**config.mk**
```make
export PLATFORM = sky130hd
export DESIGN_NAME = bank_ctrl
export DESIGN_NICKNAME = d
export VERILOG_FILES = /design/src/rtl/bank_pkg.sv /design/src/rtl/bank_flags.sv /design/src/rtl/bank_decode.sv /design/src/rtl/bank_ctrl.sv
export SDC_FILE = /design/constraint.sdc
export NUM_CORES = 1
export LEC_CHECK = 0
export CORE_AREA = 2 2 40 42
export CTS_BUF_LIST = sky130_fd_sc_hd__clkbuf_16
export CTS_CLUSTER_DIAMETER = 80
export DETAILED_ROUTE_END_ITERATION = 8
export DIE_AREA = 0 0 42 44
export PLACE_DENSITY = 0.74
export SYNTH_ARGS = -nofsm -noshare
export SYNTH_HDL_FRONTEND = slang
export SYNTH_HIERARCHICAL = 1
export SYNTH_SLANG_ARGS = --single-unit
export TNS_END_PERCENT = 10
```
**constraint.sdc**
```tcl
create_clock -name clk -period 2.1 [get_ports clk]
set_clock_uncertainty 0.05 [all_clocks]
set_input_delay 0.315 -clock clk [delete_from_list [all_inputs] [get_ports clk]]
set_output_delay 0.315 -clock clk [all_outputs]
set_load 0.02 [all_outputs]
```
**src/rtl/bank_pkg.sv**
```systemverilog
package bank_pkg;

   // Chip-select bundle driven by the decoder.
   typedef struct packed {
      logic rom;
      logic dram;
      logic vram;
      logic periph;
   } sel_t;

   // Port offsets from the port base; the order is the behaviour.
   localparam int NUM_PORTS   = 7;
   localparam int OFS_LOW_RAM = 0;
   localparam int OFS_HI_RAM  = 1;
   localparam int OFS_LOW_ROM = 2;
   localparam int OFS_HI_IO   = 3;
   localparam int OFS_ALL_STD = 4;
   localparam int OFS_LOCK    = 5;
   localparam int OFS_UNLOCK  = 6;

endpackage

```
**src/rtl/bank_flags.sv**
```systemverilog
module bank_flags
   import bank_pkg::*;
#(
   parameter int PORT_W    = 8,
   parameter int PORT_BASE = 'hE0
) (
   input  logic              clk,
   input  logic              rst_n,
   input  logic              io_wr,
   input  logic [PORT_W-1:0] port,
   output logic              low_dram,
   output logic              high_dram,
   output logic              locked
);

   logic [NUM_PORTS-1:0] hit;
   logic pend_low, pend_high, frz_low, lock_q;

   generate
      if (PORT_BASE + NUM_PORTS > (1 << PORT_W)) begin : g_bad_ports
         $error("bank_flags: port block does not fit PORT_W");
      end
      for (genvar gi = 0; gi < NUM_PORTS; gi++) begin : g_hit
         assign hit[gi] = io_wr && (port == PORT_W'(PORT_BASE + gi));
      end
   endgenerate

   always_ff @(posedge clk or negedge rst_n) begin
      if (!rst_n) begin
         pend_low  <= 1'b0;
         pend_high <= 1'b0;
         frz_low   <= 1'b0;
         lock_q    <= 1'b0;
      end else begin
         if (hit[OFS_LOW_RAM]) pend_low <= 1'b1;
         if (hit[OFS_LOW_ROM] || hit[OFS_ALL_STD]) pend_low <= 1'b0;
         if (hit[OFS_HI_RAM]) pend_high <= 1'b1;
         if (hit[OFS_HI_IO] || hit[OFS_ALL_STD]) pend_high <= 1'b0;
         if (hit[OFS_LOCK] && !lock_q) begin
            lock_q  <= 1'b1;
            frz_low <= pend_low;
         end
         if (hit[OFS_UNLOCK]) lock_q <= 1'b0;
      end
   end

   assign low_dram  = lock_q ? frz_low : pend_low;
   assign high_dram = pend_high;
   assign locked    = lock_q;

   assert_low_ram_R2: assert property (@(posedge clk) disable iff (!rst_n)
      hit[OFS_LOW_RAM] && !locked |=> low_dram);
   assert_low_rom_R4: assert property (@(posedge clk) disable iff (!rst_n)
      (hit[OFS_LOW_ROM] || hit[OFS_ALL_STD]) && !locked |=> !low_dram);
   assert_hi_ram_R3: assert property (@(posedge clk) disable iff (!rst_n)
      hit[OFS_HI_RAM] |=> high_dram);
   assert_hi_std_R5: assert property (@(posedge clk) disable iff (!rst_n)
      (hit[OFS_HI_IO] || hit[OFS_ALL_STD]) |=> !high_dram);
   assert_lock_enter_R7: assert property (@(posedge clk) disable iff (!rst_n)
      hit[OFS_LOCK] |=> locked);
   assert_lock_hold_R7: assert property (@(posedge clk) disable iff (!rst_n)
      locked && !hit[OFS_UNLOCK] |=> locked && $stable(low_dram));
   assert_unlock_R8: assert property (@(posedge clk) disable iff (!rst_n)
      hit[OFS_UNLOCK] |=> !locked);
   assert_idle_R13: assert property (@(posedge clk) disable iff (!rst_n)
      !io_wr |=> $stable(low_dram) && $stable(high_dram) && $stable(locked));

endmodule

```
**src/rtl/bank_decode.sv**
```systemverilog
module bank_decode
   import bank_pkg::*;
#(
   parameter int ADDR_W     = 16,
   parameter int ROM_LAST   = 'h0FFF,
   parameter int VRAM_BASE  = 'hD000,
   parameter int IO_BASE    = 'hE000,
   parameter int PERIPH_CNT = 9
) (
   input  logic              clk,
   input  logic              rst_n,
   input  logic [ADDR_W-1:0] addr,
   input  logic              mreq,
   input  logic              low_dram,
   input  logic              high_dram,
   input  logic              locked,
   output sel_t              sel
);

   localparam int PERIPH_LAST = IO_BASE + PERIPH_CNT - 1;

   generate
      if (!(ROM_LAST < VRAM_BASE && VRAM_BASE < IO_BASE)) begin : g_bad_order
         $error("bank_decode: regions out of order");
      end
      if (PERIPH_CNT < 1 || PERIPH_LAST >= (1 << ADDR_W)) begin : g_bad_periph
         $error("bank_decode: peripheral window does not fit");
      end
   endgenerate

   logic in_low, in_upper, in_vram, in_periph, upper_open;

   always_comb begin
      in_low     = addr <= ADDR_W'(ROM_LAST);
      in_upper   = addr >= ADDR_W'(VRAM_BASE);
      in_vram    = in_upper && (addr < ADDR_W'(IO_BASE));
      in_periph  = (addr >= ADDR_W'(IO_BASE)) && (addr <= ADDR_W'(PERIPH_LAST));
      upper_open = !locked && !high_dram;

      sel.rom    = mreq && in_low && !low_dram;
      sel.vram   = mreq && in_vram && upper_open;
      sel.periph = mreq && in_periph && upper_open;
      sel.dram   = mreq && ((in_low && low_dram) ||
                            (!in_low && !in_upper) ||
                            (in_upper && high_dram && !locked));
   end

   assert_sel_onehot_R12: assert property (@(posedge clk) disable iff (!rst_n)
      $onehot0(sel));
   assert_no_req_R11: assert property (@(posedge clk) disable iff (!rst_n)
      !mreq |-> (sel == '0));
   assert_periph_span_R9: assert property (@(posedge clk) disable iff (!rst_n)
      sel.periph |-> (addr >= ADDR_W'(IO_BASE)) && (addr <= ADDR_W'(PERIPH_LAST)) && !locked);
   assert_lock_blank_R7: assert property (@(posedge clk) disable iff (!rst_n)
      mreq && locked && (addr >= ADDR_W'(VRAM_BASE)) |-> (sel == '0));
   assert_mid_dram_R10: assert property (@(posedge clk) disable iff (!rst_n)
      mreq && (addr > ADDR_W'(ROM_LAST)) && (addr < ADDR_W'(VRAM_BASE)) |-> sel.dram);

endmodule

```
**src/rtl/bank_ctrl.sv**
```systemverilog
module bank_ctrl
   import bank_pkg::*;
#(
   parameter int ADDR_W     = 16,
   parameter int PORT_W     = 8,
   parameter int PORT_BASE  = 'hE0,
   parameter int ROM_LAST   = 'h0FFF,
   parameter int VRAM_BASE  = 'hD000,
   parameter int IO_BASE    = 'hE000,
   parameter int PERIPH_CNT = 9
) (
   input  logic              clk,
   input  logic              rst_n,
   input  logic [ADDR_W-1:0] addr,
   input  logic              mreq,
   input  logic              iorq,
   input  logic              wr,
   output logic              rom_sel,
   output logic              dram_sel,
   output logic              vram_sel,
   output logic              periph_sel
);

   generate
      if (PORT_W > ADDR_W) begin : g_bad_port_w
         $error("bank_ctrl: port field wider than address");
      end
   endgenerate

   logic low_dram, high_dram, locked;
   sel_t sel;

   bank_flags #(.PORT_W(PORT_W), .PORT_BASE(PORT_BASE)) u_flags (
      .clk       (clk),
      .rst_n     (rst_n),
      .io_wr     (iorq && wr),
      .port      (addr[PORT_W-1:0]),
      .low_dram  (low_dram),
      .high_dram (high_dram),
      .locked    (locked)
   );

   bank_decode #(
      .ADDR_W(ADDR_W), .ROM_LAST(ROM_LAST), .VRAM_BASE(VRAM_BASE),
      .IO_BASE(IO_BASE), .PERIPH_CNT(PERIPH_CNT)
   ) u_dec (
      .clk       (clk),
      .rst_n     (rst_n),
      .addr      (addr),
      .mreq      (mreq),
      .low_dram  (low_dram),
      .high_dram (high_dram),
      .locked    (locked),
      .sel       (sel)
   );

   assign rom_sel    = sel.rom;
   assign dram_sel   = sel.dram;
   assign vram_sel   = sel.vram;
   assign periph_sel = sel.periph;

endmodule

```
==> metrics.csv <==
metric,value,unit
result_of_the_run,"complete, no violations",
antenna_cells,0,
place_congestion,0.713,
layout_min_cycle_time,2.10,ns
path_delay_family,simple AND/OR/NAND/NOR gates,
worst_setup_start_kind,flip-flop,
mostFrequentLayoutCell,sky130_fd_sc_hd__clkdlybuf4s50_1,
post_synthesis_register_bit_count,4,
synth_top_area_share,25.6,%
pwr_density_cell,587,mW/mm²
final-seq-area,100,µm²
cts.sinks,4,
core-area,0.00142,mm²
multi_input_comb_area,268,µm²
grt_pass1_wl,1840,µm
dpl_cell_area,703,µm²
slew_viol_final,0,
chipWidth,42,µm
postSynthNetCount,66,
clock_tree.buffer_depth,2,
hpwl,895,µm
cp_data_required_time,1.74,ns
cap_violations,0,
clock_insertion_delay_worst_skew,0.22,ns
final_cell_mix,"20 x sky130_fd_sc_hd__clkdlybuf4s50_1, 10 x sky130_fd_sc_hd__buf_4, 4 x sky130_fd_sc_hd__inv_1, 4 x sky130_fd_sc_hd__dfrtp_1",
post_synth_num_cell_types,28,
timing.final.setup_violations,0,
crit_path_category,reg2out,
fmaxAchievable,477,MHz
detail_route.first_pass.iterations,4,
path_clk_slew,0.03,ns
die_area,0.00185,mm²
synth.yosys.seq_area_share,25.6,%
synth.top_cells.by_area,"sky130_fd_sc_hd__dfrtp_1 26%, sky130_fd_sc_hd__buf_6 5.8%, sky130_fd_sc_hd__a41oi_1 4.5%",
area.growth.synth_to_final,101,%
drc,0,
post_route_standard_cell_area_excluding_fillers,783,µm²
cp_slowest_stage_delay,0.43,ns
grt_max_degree,8,
netlist_instances,45,
end_kind,output port,
clock-root-buffer,sky130_fd_sc_hd__clkbuf_16,
wl_per_cell,11.5,µm
tritoncts,built,
cell_area_synth,390,µm²
yosys_warnings,6,
synth_largest_area_cell,sky130_fd_sc_hd__dfrtp_1,
cellLeakagePower,0.331,nW
grt_setup_unrepaired,yes,
finalHoldViolCount,0,
antenna_found_initial,0,
setup-tns-final,0,ns
crit_arrival,1.73,ns
critPathBufInv,2,
die_height,44,µm
wl,1110,µm
headroom_to_the_max_slew_limit,80.5,%
via_count,489,
cp_cell_sequence,mux2_4 -> or4_4 -> nor2_4 -> buf_4 -> nor3b_1 -> buf_2,
critPathMaxFanout,2,
cts-hold-fix-buffers,0,
top_level_ports,25,
portBuffers,24,
route.detailed.vias_per_inst,5.09,
filler_cell_count,129,
min_period_over_period,99.8,%
worst_ir_drop_vdd,0.205,mV
min-delay-path-class,in2async,
final_layout_size_suffix_gt1_share,28.7,%
gr-usage-all-layers,13.4,%
initial_core_util,27.5,%
slowest_library_cell_on_the_worst_path,sky130_fd_sc_hd__or4_4,
drtIter0Drc,6,
drtAntennaViolNets,0,
cts_htree_levels,1,
num-nets-final,103,
syn_area_per_cell,8.67,µm²
placementRows,14,
gr-total-overflow,0,
worst-slew-pin-transition,0.293,ns
cts_buf_count,3,
grt_pass1_vias,520,
-- cells in the mapped netlist --
library cell                instances
sky130_fd_sc_hd__nand4_1            1
sky130_fd_sc_hd__dfrtp_1            4
sky130_fd_sc_hd__o2bb2ai_1          1
sky130_fd_sc_hd__o211ai_1           1
sky130_fd_sc_hd__nor2_1             4
sky130_fd_sc_hd__mux2_2             1
sky130_fd_sc_hd__buf_6              2
sky130_fd_sc_hd__and4bb_1           1
sky130_fd_sc_hd__nor2b_1            1
sky130_fd_sc_hd__nand3_1            1
sky130_fd_sc_hd__a21oi_1            3
sky130_fd_sc_hd__o31a_1             1
sky130_fd_sc_hd__o311a_1            1
sky130_fd_sc_hd__or4_1              1
sky130_fd_sc_hd__and2_1             2
sky130_fd_sc_hd__nand4b_1           1
sky130_fd_sc_hd__nor3b_1            2
sky130_fd_sc_hd__a31o_2             1
sky130_fd_sc_hd__inv_1              4
sky130_fd_sc_hd__mux2_4             1
sky130_fd_sc_hd__a41o_1             1
sky130_fd_sc_hd__nor3_1             1
sky130_fd_sc_hd__nor4_1             2
sky130_fd_sc_hd__nand2_2            1
sky130_fd_sc_hd__nand3_2            1
sky130_fd_sc_hd__and4b_1            1
sky130_fd_sc_hd__a41oi_1            2
sky130_fd_sc_hd__nand2_1            2
-- registers in the layout, summed over array words and instances, names as in the netlist --
register	count
u_flags/locked	1
u_flags/high_dram	1
u_flags/frz_low	1
u_flags/pend_low	1
-- path summary, 6_finish.rpt --
| kind | start | to | slack, ns | cells past startpoint |
|---|---|---|---|---|
| worst max register to register | u_flags/locked | u_flags/frz_low | 0.72 | 4 |
| min in group clk | u_flags/frz_low | u_flags/frz_low | 0.48 | 1 |
| max in group asynchronous | rst_n | u_flags/locked | 1.58 | 1 |
| worst min register to register | u_flags/frz_low | u_flags/frz_low | 0.48 | 1 |
| worst max-delay path | u_flags/locked | dram_sel | 0.005 | 6 |
| worst min-delay path | rst_n | u_flags/pend_low | 0.25 | 1 |
-- what timing repair did --
action                                  CTS  global route
setup buffers                             0             0
resized for setup                        13             7
endpoints found under the setup margin    4             3
pin swaps                                 1             2
-- metrics by stage --
stage | setup WS, ns | total power, mW | utilization (%) | hold WS (ns) | std cells
2_1_floorplan | 0.164 | 0.103 | - | -0.0306 | 45
3_3_place_gp | -0.333 | 0.163 | 49.6 | 0.448 | 93
3_5_place_dp | -0.355 | 0.164 | 49.6 | 0.460 | 93
4_1_cts | -0.135 | 0.460 | 54.4 | 0.256 | 96
5_1_grt | -0.0485 | 0.476 | 55.2 | 0.267 | 96
6_report | 0.00472 | 0.460 | 55.2 | 0.248 | 96
-- worst reg2reg max path, cell delays in order, from the launching register on --
cell and delay [ns]:
sky130_fd_sc_hd__dfrtp_1 0.38, sky130_fd_sc_hd__buf_4 0.15, sky130_fd_sc_hd__and4bb_1 0.28, sky130_fd_sc_hd__nand3_2 0.09
sky130_fd_sc_hd__mux2_4 0.31
-- layout make-up --
cell class              instances  area share [%]
flip-flops and latches          4            12.8
multi-input cells              35            34.2
well taps                      16            2.56
clock buffers                   3            9.58
repair buffers                 34            39.0
inverters                       4            1.92
-- logic make-up (layout without fill, tap and decap cells) --
family / after synthesis / after routing / share of synthesized area (%)
AO/OA/AOI/OAI: 11 / 11 / 22.1
flip-flops: 4 / 4 / 25.6
buffers and inverters: 6 / 41 / 9.61
multiplexers: 2 / 2 / 6.73
AND/OR/NAND/NOR: 22 / 22 / 35.9
-- layer usage --
layer	track usage, %	wire length (µm)	vias up
met5	0	0	-
met4	9.68	14	0
met3	2.08	65	3
met2	26.3	586	22
met1	12.7	441	220
li1	-	-	244
-- report_power, final --
group | internal, mW | total (mW) | switching, mW
sequential | 0.0787 | 0.0795 | 0.000784
combinational | 0.0554 | 0.0855 | 0.0301
clock | 0.243 | 0.295 | 0.0520
Power figures use the tool's default switching activity.
